### src/rtl/qx_pkg.sv
package qx_pkg;

  // Which compare threshold is active or was last crossed
  typedef enum logic {
    THR_LO = 1'b0,
    THR_HI = 1'b1
  } thr_sel_e;

  function automatic thr_sel_e thr_other(input thr_sel_e t);
    return (t == THR_LO) ? THR_HI : THR_LO;
  endfunction

  // Threshold after a taken rollover: approached upward (last crossing high)
  // means the lower one comes next
  function automatic thr_sel_e thr_after_wrap(input thr_sel_e last_cross);
    return (last_cross == THR_HI) ? THR_LO : THR_HI;
  endfunction

endpackage

### src/rtl/qx_arm_ctrl.sv
module qx_arm_ctrl
  import qx_pkg::*;
#(
  parameter int CNT_W = 16
) (
  input  logic             clk,
  input  logic             rst_n,
  input  logic [CNT_W-1:0] cnt,
  input  logic             wrap_pls,
  input  logic             wrap_up,
  input  logic             dir_up,
  input  logic             zero_cmd,
  output logic             step_up,
  output logic             step_dn,
  output logic             armed_nx,
  output logic             last_up_nx,
  output logic             wdir_nx
);

  localparam int SPAN_I = 1 << CNT_W;
  localparam logic [CNT_W-1:0] LO_V = CNT_W'((3 * SPAN_I) / 8);
  localparam logic [CNT_W-1:0] HI_V = CNT_W'((5 * SPAN_I) / 8);

  logic     armed_q, last_up_q, seen_q, wdir_q;
  thr_sel_e thr_q, prev_q;
  logic     seen_nx;
  thr_sel_e thr_nx, prev_nx;
  logic     hit, take;
  logic [CNT_W-1:0] thr_val;

  assign thr_val = (thr_q == THR_HI) ? HI_V : LO_V;
  assign hit     = !zero_cmd && (cnt == thr_val);
  assign take    = !zero_cmd && wrap_pls && armed_q;

  always_comb begin
    armed_nx   = armed_q;
    last_up_nx = last_up_q;
    seen_nx    = seen_q;
    wdir_nx    = wdir_q;
    thr_nx     = thr_q;
    prev_nx    = prev_q;
    step_up    = 1'b0;
    step_dn    = 1'b0;
    if (zero_cmd) begin
      armed_nx   = 1'b0;
      last_up_nx = 1'b1;
      seen_nx    = 1'b0;
      wdir_nx    = 1'b1;
      thr_nx     = dir_up ? THR_LO : THR_HI;
      prev_nx    = THR_LO;
    end else begin
      if (wrap_pls) begin
        seen_nx = 1'b1;
        wdir_nx = wrap_up;
      end
      if (take) begin
        armed_nx = 1'b0;
        thr_nx   = thr_after_wrap(prev_q);
        step_up  = (prev_q == THR_HI) && last_up_q;
        step_dn  = (prev_q == THR_LO) && !last_up_q;
      end else if (hit) begin
        armed_nx   = 1'b1;
        thr_nx     = thr_other(thr_q);
        prev_nx    = thr_q;
        last_up_nx = seen_q ? wdir_q : 1'b1;
      end
    end
  end

  always_ff @(posedge clk or negedge rst_n) begin
    if (!rst_n) begin
      armed_q   <= 1'b0;
      last_up_q <= 1'b1;
      seen_q    <= 1'b0;
      wdir_q    <= 1'b1;
      thr_q     <= THR_LO;
      prev_q    <= THR_LO;
    end else begin
      armed_q   <= armed_nx;
      last_up_q <= last_up_nx;
      seen_q    <= seen_nx;
      wdir_q    <= wdir_nx;
      thr_q     <= thr_nx;
      prev_q    <= prev_nx;
    end
  end

  // R3 and R4 are exclusive
  a_r3_single_step: assert property (@(posedge clk) disable iff (!rst_n)
    !(step_up && step_dn));

  // a taken rollover leaves detection off
  a_r6_disarm: assert property (@(posedge clk) disable iff (!rst_n)
    take |=> !armed_q);

  // a crossing arms and swaps the threshold
  a_r7_rearm: assert property (@(posedge clk) disable iff (!rst_n)
    hit |=> (armed_q && (thr_q != $past(thr_q))));

  // no rollover since zero means direction up
  a_r9_assume_up: assert property (@(posedge clk) disable iff (!rst_n)
    (hit && !seen_q) |=> last_up_q);

  // zero disarms
  a_r8_zero_disarm: assert property (@(posedge clk) disable iff (!rst_n)
    zero_cmd |=> !armed_q);

endmodule

### src/rtl/qx_base_acc.sv
module qx_base_acc #(
  parameter int CNT_W = 16,
  parameter int POS_W = 32
) (
  input  logic                    clk,
  input  logic                    rst_n,
  input  logic                    zero_cmd,
  input  logic                    step_up,
  input  logic                    step_dn,
  output logic signed [POS_W-1:0] base_nx
);

  localparam logic signed [POS_W-1:0] SPAN = POS_W'(longint'(1) << CNT_W);

  logic signed [POS_W-1:0] base_q;

  always_comb begin
    if (zero_cmd)     base_nx = '0;
    else if (step_up) base_nx = base_q + SPAN;
    else if (step_dn) base_nx = base_q - SPAN;
    else              base_nx = base_q;
  end

  always_ff @(posedge clk or negedge rst_n) begin
    if (!rst_n) base_q <= '0;
    else        base_q <= base_nx;
  end

  // base holds when no qualified step
  a_r5_hold: assert property (@(posedge clk) disable iff (!rst_n)
    (!zero_cmd && !step_up && !step_dn) |=> $stable(base_q));

  a_r3_add: assert property (@(posedge clk) disable iff (!rst_n)
    (!zero_cmd && step_up) |=> (base_q == $past(base_q) + SPAN));

  a_r4_sub: assert property (@(posedge clk) disable iff (!rst_n)
    (!zero_cmd && step_dn) |=> (base_q == $past(base_q) - SPAN));

  a_r8_zero_base: assert property (@(posedge clk) disable iff (!rst_n)
    zero_cmd |=> (base_q == '0));

endmodule

### src/rtl/qx_pos_compose.sv
module qx_pos_compose #(
  parameter int CNT_W = 16,
  parameter int POS_W = 32
) (
  input  logic signed [POS_W-1:0] base,
  input  logic [CNT_W-1:0]        cnt,
  input  logic                    armed,
  input  logic                    last_up,
  input  logic                    wdir,
  output logic signed [POS_W-1:0] pos_val
);

  localparam int SPAN_I = 1 << CNT_W;
  localparam logic [CNT_W-1:0] NEAR0_V = CNT_W'(SPAN_I / 4);
  localparam logic [CNT_W-1:0] NEART_V = CNT_W'((3 * SPAN_I) / 4);
  localparam logic signed [POS_W-1:0] SPAN = POS_W'(longint'(1) << CNT_W);

  logic neg;
  logic signed [POS_W-1:0] cnt_ext;

  assign cnt_ext = $signed({{(POS_W-CNT_W){1'b0}}, cnt});

  always_comb begin
    if (!armed) begin
      if (cnt > NEART_V)      neg = 1'b1;
      else if (cnt < NEAR0_V) neg = 1'b0;
      else                    neg = !wdir;
    end else begin
      neg = !last_up;
    end
    pos_val = base + cnt_ext - (neg ? SPAN : '0);
  end

endmodule

### src/rtl/qx_count_extender.sv
module qx_count_extender #(
  parameter int CNT_W = 16,
  parameter int POS_W = 32
) (
  input  logic                    clk,
  input  logic                    rst_n,
  input  logic [CNT_W-1:0]        cnt,
  input  logic                    wrap_pls,
  input  logic                    wrap_up,
  input  logic                    dir_up,
  input  logic                    zero_cmd,
  output logic signed [POS_W-1:0] pos
);

  logic step_up, step_dn, armed_nx, last_up_nx, wdir_nx;
  logic signed [POS_W-1:0] base_nx, pos_val;

  qx_arm_ctrl #(.CNT_W(CNT_W)) u_arm (
    .clk        (clk),
    .rst_n      (rst_n),
    .cnt        (cnt),
    .wrap_pls   (wrap_pls),
    .wrap_up    (wrap_up),
    .dir_up     (dir_up),
    .zero_cmd   (zero_cmd),
    .step_up    (step_up),
    .step_dn    (step_dn),
    .armed_nx   (armed_nx),
    .last_up_nx (last_up_nx),
    .wdir_nx    (wdir_nx)
  );

  qx_base_acc #(.CNT_W(CNT_W), .POS_W(POS_W)) u_base (
    .clk      (clk),
    .rst_n    (rst_n),
    .zero_cmd (zero_cmd),
    .step_up  (step_up),
    .step_dn  (step_dn),
    .base_nx  (base_nx)
  );

  qx_pos_compose #(.CNT_W(CNT_W), .POS_W(POS_W)) u_comp (
    .base    (base_nx),
    .cnt     (cnt),
    .armed   (armed_nx),
    .last_up (last_up_nx),
    .wdir    (wdir_nx),
    .pos_val (pos_val)
  );

  always_ff @(posedge clk or negedge rst_n) begin
    if (!rst_n)        pos <= '0;
    else if (zero_cmd) pos <= '0;
    else               pos <= pos_val;
  end

  // zero command gives a zero position at the next edge
  a_r8_zero_pos: assert property (@(posedge clk) disable iff (!rst_n)
    zero_cmd |=> (pos == '0));

  // position only moves when the count, a rollover or zero is seen
  a_r2_steady: assert property (@(posedge clk) disable iff (!rst_n)
    ($stable(cnt) && !wrap_pls && !zero_cmd && !$past(wrap_pls)
     && !$past(zero_cmd)) |=> $stable(pos));

endmodule

### config.mk
export PLATFORM = sky130hd
export DESIGN_NAME = qx_count_extender
export DESIGN_NICKNAME = d
export VERILOG_FILES = /design/src/rtl/qx_pkg.sv /design/src/rtl/qx_arm_ctrl.sv /design/src/rtl/qx_base_acc.sv /design/src/rtl/qx_pos_compose.sv /design/src/rtl/qx_count_extender.sv
export SDC_FILE = /design/constraint.sdc
export NUM_CORES = 1
export LEC_CHECK = 0
export ABC_AREA = 1
export BUFFER_PORTS_ARGS = -buffer_cell sky130_fd_sc_hd__buf_4
export CAP_MARGIN = 10
export CORE_ASPECT_RATIO = 1.1
export CORE_MARGIN = 2
export CORE_UTILIZATION = 60
export DETAILED_ROUTE_END_ITERATION = 10
export PLACE_DENSITY = 0.86
export SYNTH_ARGS = -nofsm -noshare
export SYNTH_HDL_FRONTEND = slang
export SYNTH_SLANG_ARGS = --single-unit
### constraint.sdc
create_clock -name clk -period 4 [get_ports clk]
set_input_delay 0.4 -clock clk [delete_from_list [all_inputs] [get_ports clk]]
set_output_delay 0.4 -clock clk [all_outputs]
set_load 0.005 [all_outputs]
== Word-level counts from Yosys, hierarchy flattened ==
Index checks and enable logic that the tools add are counted.

* Mux-type cells: 33
* Magnitude comparators: 2
* Add/subtract/negate cells: 4
* Eq/ne operators: 2
* Reduce and logical (&&, ||, !) cells: 13
* Bitwise gates (word level): 1

{| class="wikitable"
|+ Operators by type and width
! kind !! number
|-
| 32-bit 2-to-1 mux || 4
|-
| 32-bit by 16-bit adder with 32-bit output || 1
|-
| 32-bit by 18-bit adder with 32-bit output, second input constant || 1
|-
| 32-bit by 18-bit subtractor with 32-bit output, second input constant || 1
|-
| 32-bit subtractor || 1
|-
| 1-bit 2-to-1 mux || 27
|-
| 17-bit 2-to-1 mux || 1
|-
| 16-bit == test || 1
|-
| 16-bit > comparator, second input constant || 1
|-
| 16-bit by 15-bit < comparator with 1-bit output, second input constant || 1
|-
| 16-bit 2-to-1 mux || 1
|-
| 1-bit logical AND || 5
|-
| 1-bit logical NOT || 4
|-
| 2-bit nonzero test || 2
|-
| 3-bit nonzero test || 1
|-
| 2-bit != test, second input constant || 1
|-
| 2-bit AND reduction || 1
|-
| 1-bit NOT || 1
|}

* Word-level logic and storage cells: 63
* Input bits: 22
* Bits in registers: 70
* Output and inout bits: 32

== Logic depth before layout (Yosys ltp) ==
* Depth after elaboration: 11
* Depth in mapped cells: 22
* Mapped depth without buffers: 22

== By module ==
From an unflattened synthesis, not the netlist that was laid out.

* Cells, all modules: 979
* Area, all modules: 6,094.6 µm²

{| class="wikitable"
|+ By module, submodules not included
! module !! instances !! cells an instance !! area an instance (µm²) !! seq. area each (µm²)
|-
| qx_pos_compose || 1 || 605 || 2,942.8 || 0.0
|-
| qx_base_acc || 1 || 217 || 1,670.4 || 800.8
|-
| qx_count_extender || 1 || 99 || 1,074.8 || 800.8
|-
| qx_arm_ctrl || 1 || 58 || 406.6 || 152.6
|}

== Worst setup path after synthesis ==
OpenSTA, ideal clock, no wires.

* Kind: input-to-reg
* From: input zero_cmd
* To: register pos[18]
* Arrival time: 2.696 ns
* Library setup time: 0.132 ns
* Stages on the path: 14
* Slack: 1.172 ns
* Buffers on the path: 2
* Data required time: 3.868 ns
* Path through: inv_2 > buf_6 > clkbuf_1 > nand2_1 > ha_1 > inv_1 > ha_1 > a21oi_1 > nand2_1 > a21boi_0 > o21bai_1 > a21oi_1 > xor2_1 > nor2_1

* Cells in the longest elaborated chain, start to end: 11
* Elaborated cells on any way between the ends: 27
* Classes of those cells: 2 x add/sub; 19 x mux; 6 x reduce/logical

{| class="wikitable"
|+ RTL lines
! what !! line !! source
|-
| from (decl) || qx_count_extender.sv:11 || <nowiki>input logic zero_cmd,</nowiki>
|-
| 1-bit logical NOT || qx_arm_ctrl.sv:32, qx_arm_ctrl.sv:33 ||
|-
| 1-bit logical AND (2 in a row) || qx_arm_ctrl.sv:33 || <nowiki>assign take = !zero_cmd && wrap_pls && armed_q;</nowiki>
|-
| 1-bit 2-to-1 mux || qx_arm_ctrl.sv:56 || <nowiki>if (take) begin</nowiki>
|-
| 1-bit 2-to-1 mux || qx_arm_ctrl.sv:44 || <nowiki>if (zero_cmd) begin</nowiki>
|-
| 32-bit 2-to-1 mux || qx_base_acc.sv:20 || <nowiki>else if (step_dn) base_nx = base_q - SPAN;</nowiki>
|-
| 32-bit 2-to-1 mux || qx_base_acc.sv:19 || <nowiki>else if (step_up) base_nx = base_q + SPAN;</nowiki>
|-
| 32-bit 2-to-1 mux || qx_base_acc.sv:18 || <nowiki>if (zero_cmd) base_nx = '0;</nowiki>
|-
| 32-bit by 16-bit adder with 32-bit output || qx_pos_compose.sv:31 || <nowiki>pos_val = base + cnt_ext - (neg ? SPAN : '0);</nowiki>
|-
| 32-bit subtractor || qx_pos_compose.sv:31 ||
|-
| 32-bit 2-to-1 mux (*) || qx_count_extender.sv:53 || <nowiki>else if (zero_cmd) pos <= '0;</nowiki>
|-
| to (signal assigned) || qx_count_extender.sv:54 || <nowiki>else pos <= pos_val;</nowiki>
|-
| to (decl) || qx_count_extender.sv:12 || <nowiki>output logic signed [POS_W-1:0] pos</nowiki>
|}

Mark *: on every way between the ends. The rest lies on a longest branch, timed or not.
A chain may end at the register's enable or synchronous reset.

== Worst setup path in the final report ==
* From: register u_base.base_q[17]
* To: register pos[30]

* Cells in the longest elaborated chain, start to end: 7
* Elaborated cells on any way between the ends: 8
* Classes of those cells: 4 x add/sub; 4 x mux

{| class="wikitable"
|+ RTL lines
! what !! line !! source
|-
| from (decl) || qx_base_acc.sv:15 || <nowiki>logic signed [POS_W-1:0] base_q;</nowiki>
|-
| from (signal assigned) || qx_base_acc.sv:26 || <nowiki>else base_q <= base_nx;</nowiki>
|-
| 32-bit by 18-bit subtractor with 32-bit output || qx_base_acc.sv:20 ||
|-
| 32-bit 2-to-1 mux || qx_base_acc.sv:20 ||
|-
| 32-bit 2-to-1 mux (*) || qx_base_acc.sv:19 ||
|-
| 32-bit 2-to-1 mux (*) || qx_base_acc.sv:18 ||
|-
| 32-bit by 16-bit adder with 32-bit output (*) || qx_pos_compose.sv:31 ||
|-
| 32-bit subtractor (*) || qx_pos_compose.sv:31 ||
|-
| 32-bit 2-to-1 mux (*) || qx_count_extender.sv:53 ||
|}

Marked as above.

==> results.rst <==
.. list-table::
   :header-rows: 1

   * - Metric
     - Value
   * - Result of the run
     - finished, final reports clean
   * - Tightest slew margin relative to the limit
     - 42.2%
   * - Placed Cells
     - around 900
   * - Clock buffer count from CTS
     - 9
   * - Die width
     - 93.0 µm
   * - DP Wirelength
     - 10.5 mm
   * - Routability congestion estimate
     - 0.904
   * - Most used flip-flop cell after synthesis
     - sky130_fd_sc_hd__dfrtp_1
   * - Site row count
     - 35
   * - Asr flop ratio synth
     - 100%
   * - Kind of cell with the highest combined delay on the critical path
     - simple AND/OR/NAND/NOR gates
   * - Initial cell density of the core
     - about 62%
   * - Yosys top cell by area
     - sky130_fd_sc_hd__dfrtp_1
   * - # H-tree levels
     - 3
   * - Floorplan die area
     - 9480 µm²
   * - Synth Net Count
     - 815
   * - Worst supply voltage drop on vdd
     - ~0.00026 V
   * - Drt total wl
     - 13.6 mm
   * - Hold WC Path Type
     - in2async
   * - DRC viols
     - 0
   * - Largest net degree at the start of global routing
     - a little over 70
   * - Post-CTS setup buffers
     - 0
   * - Detailed-route vias per instance
     - 5.59
   * - Areal power density over the cells
     - around 280 nW/µm²
   * - Setup Viol. Count Final
     - 0
   * - Clk Tree Root Cell
     - sky130_fd_sc_hd__clkbuf_8
   * - Number of synthesized flops with an enable pin
     - 0
   * - Most frequent cells in the layout
     - 142 x sky130_fd_sc_hd__nand2_1, 132 x sky130_fd_sc_hd__inv_1, 85 x sky130_fd_sc_hd__nor2_1, 76 x sky130_fd_sc_hd__a21oi_1, 68 x sky130_fd_sc_hd__dfrtp_1
   * - Area of combinational cells with multiple inputs
     - 2920 µm²
   * - Required @ worst endpoint
     - between 4000 and 5000 ps
   * - Worst Skew
     - 16.8 ps
   * - Final hold violation count
     - 0
   * - WP buf/inv
     - 1
   * - Post-layout minimum cycle time
     - 3300 ps
   * - Chain of cells forming the critical path
     - ha_1 > nand2_1 > nor2_2 > nand2_2 > nor2_2 > nand2_1 > o31ai_2 > or2_2 > nand3_1 > ha_1 > inv_1 > nor3_1 > a21oi_1 > o21ai_0 > nor2_1 > a21oi_1 > nor2_1
   * - Leading cell type in the layout, fill and taps excluded
     - sky130_fd_sc_hd__nand2_1
   * - Setup repair after global routing missed its margin
     - false
   * - Remaining global-route overflow
     - 0
   * - Number of antenna violations at the first check in global routing
     - 0
   * - Fmax achieved
     - 0.303 GHz
   * - Path type of the worst setup path
     - reg2reg
   * - Aggregate negative setup slack
     - 0 ps
   * - Mapped Avg Cell Area
     - 7.03 µm²
   * - Number of I/O pins
     - 54
   * - Sum of routed wire segments on met1
     - 5.68 mm
   * - Number of detailed-route iterations in the first pass
     - 5
   * - Crit path capture type
     - flop
   * - Synthesis Warnings
     - 0
   * - Via count of the first global-routing pass
     - slightly above 5,000
   * - Clock Tree Buf Depth
     - 2
   * - Routed wl met2
     - 6.90 mm
   * - Sort of element at the start of the critical path
     - flop
   * - Clock latency at the later pin of the worst-skew pair
     - 350 ps
   * - Antenna Cells
     - 0
   * - Total of flip-flops plus latches after synthesis
     - 70
   * - Area of the core region
     - 8410 µm²
   * - Final Non-Filler Cells
     - 917
   * - Synth unique cells
     - 38
   * - Delay of the slowest cell on the worst path
     - ~420 ps
   * - Highest routing layer actually used
     - met4
   * - Number of gates given a new drive strength after cts
     - 0
   * - Total global routing track utilization
     - 30.1%
   * - Clock tree from TritonCTS
     - built
   * - Arrival time at the worst endpoint
     - ~3500 ps
   * - Share of Yosys cell area claimed by the top area cell type
     - 32.5%
   * - Number of design-rule violations left by the first detailed-router iteration
     - 323
   * - Register cell area after layout
     - 1750 µm²
   * - Fraction of layout cells with a size suffix above 1
     - 11.9%
   * - Clock sinks
     - 70
   * - Routed length on met3
     - 588 µm
   * - Clock edge transition at the registers on the reported setup and hold paths
     - 90 ps
   * - Max-slew violation total from the final report
     - 0
   * - Period utilisation layout
     - between 80% and 90%
   * - Growth of design area from synthesis to finish
     - 13.4%
   * - Post-DR wirelength/cell
     - between 10 and 15 µm
   * - Netlist area before placement
     - 5230 µm²
   * - Count of filler cells inserted in the layout
     - 729
   * - Cell count after synthesis
     - 744
   * - Overall die height
     - between 100 and 150 µm
   * - Share of the yosys chip area belonging to registers
     - between 30% and 40%
   * - Via count of the routed design
     - 5,124
   * - Top post-synthesis cells by area
     - sky130_fd_sc_hd__dfrtp_1 33%, sky130_fd_sc_hd__ha_1 12%, sky130_fd_sc_hd__nand2_1 10%
   * - Largest fanout on the critical path
     - 6
   * - Final nets
     - between 800 and 900
   * - Leak pwr
     - 0.00342 µW
   * - Post-route cell area
     - 5930 µm²
   * - Area after DPL
     - 5740 µm²
   * - Max stage delay cell, worst path
     - sky130_fd_sc_hd__dfrtp_1
   * - Wire length of the first global-routing pass
     - 22.5 mm
   * - Remaining antenna violation count after routing
     - 0
   * - Transition at the pin with the smallest max-transition slack
     - 867 ps
   * - Count of maximum capacitance violations
     - 0
   * - Port Buffers
     - 53
   * - Quantity of hold-fixing buffers added after cts
     - 0
   * - Sum of internal, switching and leakage power
     - about 1700 µW
metrics by stage:
| step | utilization, % | worst slack (ps) | hold WS [ps] |
|---|---|---|---|
| 2_1_floorplan | - | 1170 | 104 |
| 3_3_place_gp | 68.3 | 602 | 448 |
| 3_5_place_dp | 68.3 | 454 | 464 |
| 4_1_cts | 70.6 | 761 | 201 |
| 5_1_grt | 70.6 | 430 | 245 |
| 6_report | 70.6 | 704 | 167 |
worst paths after layout:
| check | end | cells past startpoint | from | slack (ps) |
|---|---|---|---|---|
| max in group asynchronous | u_base.base_q[26] | 1 | rst_n | 3270 |
| worst min-delay path | u_base.base_q[8] | 1 | rst_n | 170 |
| worst max register to register | pos[30] | 17 | u_base.base_q[17] | 700 |
| worst max-delay path | pos[30] | 17 | u_base.base_q[17] | 700 |
| worst min register to register | u_base.base_q[6] | 2 | u_base.base_q[6] | 480 |
| min in group clk | u_arm.seen_q | 2 | wrap_pls | 310 |
area by class of cell:
class / count / area share, %
multi-input cells: 531 / 49.2
inverters: 134 / 8.48
repair buffers: 55 / 7.17
well taps: 111 / 2.34
clock inverters: 5 / 0.696
flip-flops and latches: 70 / 29.6
clock buffers: 11 / 2.55
state kept, by name, summed over array words and instances, names as in the netlist:
| signal | count |
|---|---|
| pos | 32 |
| u_arm.armed_q | 1 |
| u_arm.last_up_q | 1 |
| u_arm.prev_q | 1 |
| u_arm.seen_q | 1 |
| u_arm.thr_q | 1 |
| u_arm.wdir_q | 1 |
| u_base.base_q | 32 |
cell usage after synthesis (all sizes together), types with 5 or more instances:
cell and count:
dfrtp 68, xor2 7, a21o 5, inv 134, nand2 143, clkbuf 5
ha 49, nor2 97, nand3 45, nor3 12, a21oi 76, nand4 12
o21ai 59
power by group:
group | internal [µW] | total, µW | switching (µW)
Sequential | 745 | 759 | 14.5
Clock | 264 | 558 | 294
Combinational | 139 | 346 | 207
cells by family after synthesis:
logic type               share of synthesized area, %
AND/OR/NAND/NOR                                  26.5
AO/OA/AOI/OAI                                    16.5
buffers and inverters                            10.6
flip-flops                                       33.5
adder cells (fa/ha/maj)                          11.7
XOR/XNOR                                         1.17
routing by layer:
metal / GRT usage (%) / up-vias
met5: 0 / -
met2: 56.5 / 166
li1: - / 2534
met1: 34.3 / 2383
met4: 12.0 / 0
met3: 4.57 / 41
Power figures use the tool's default switching activity.
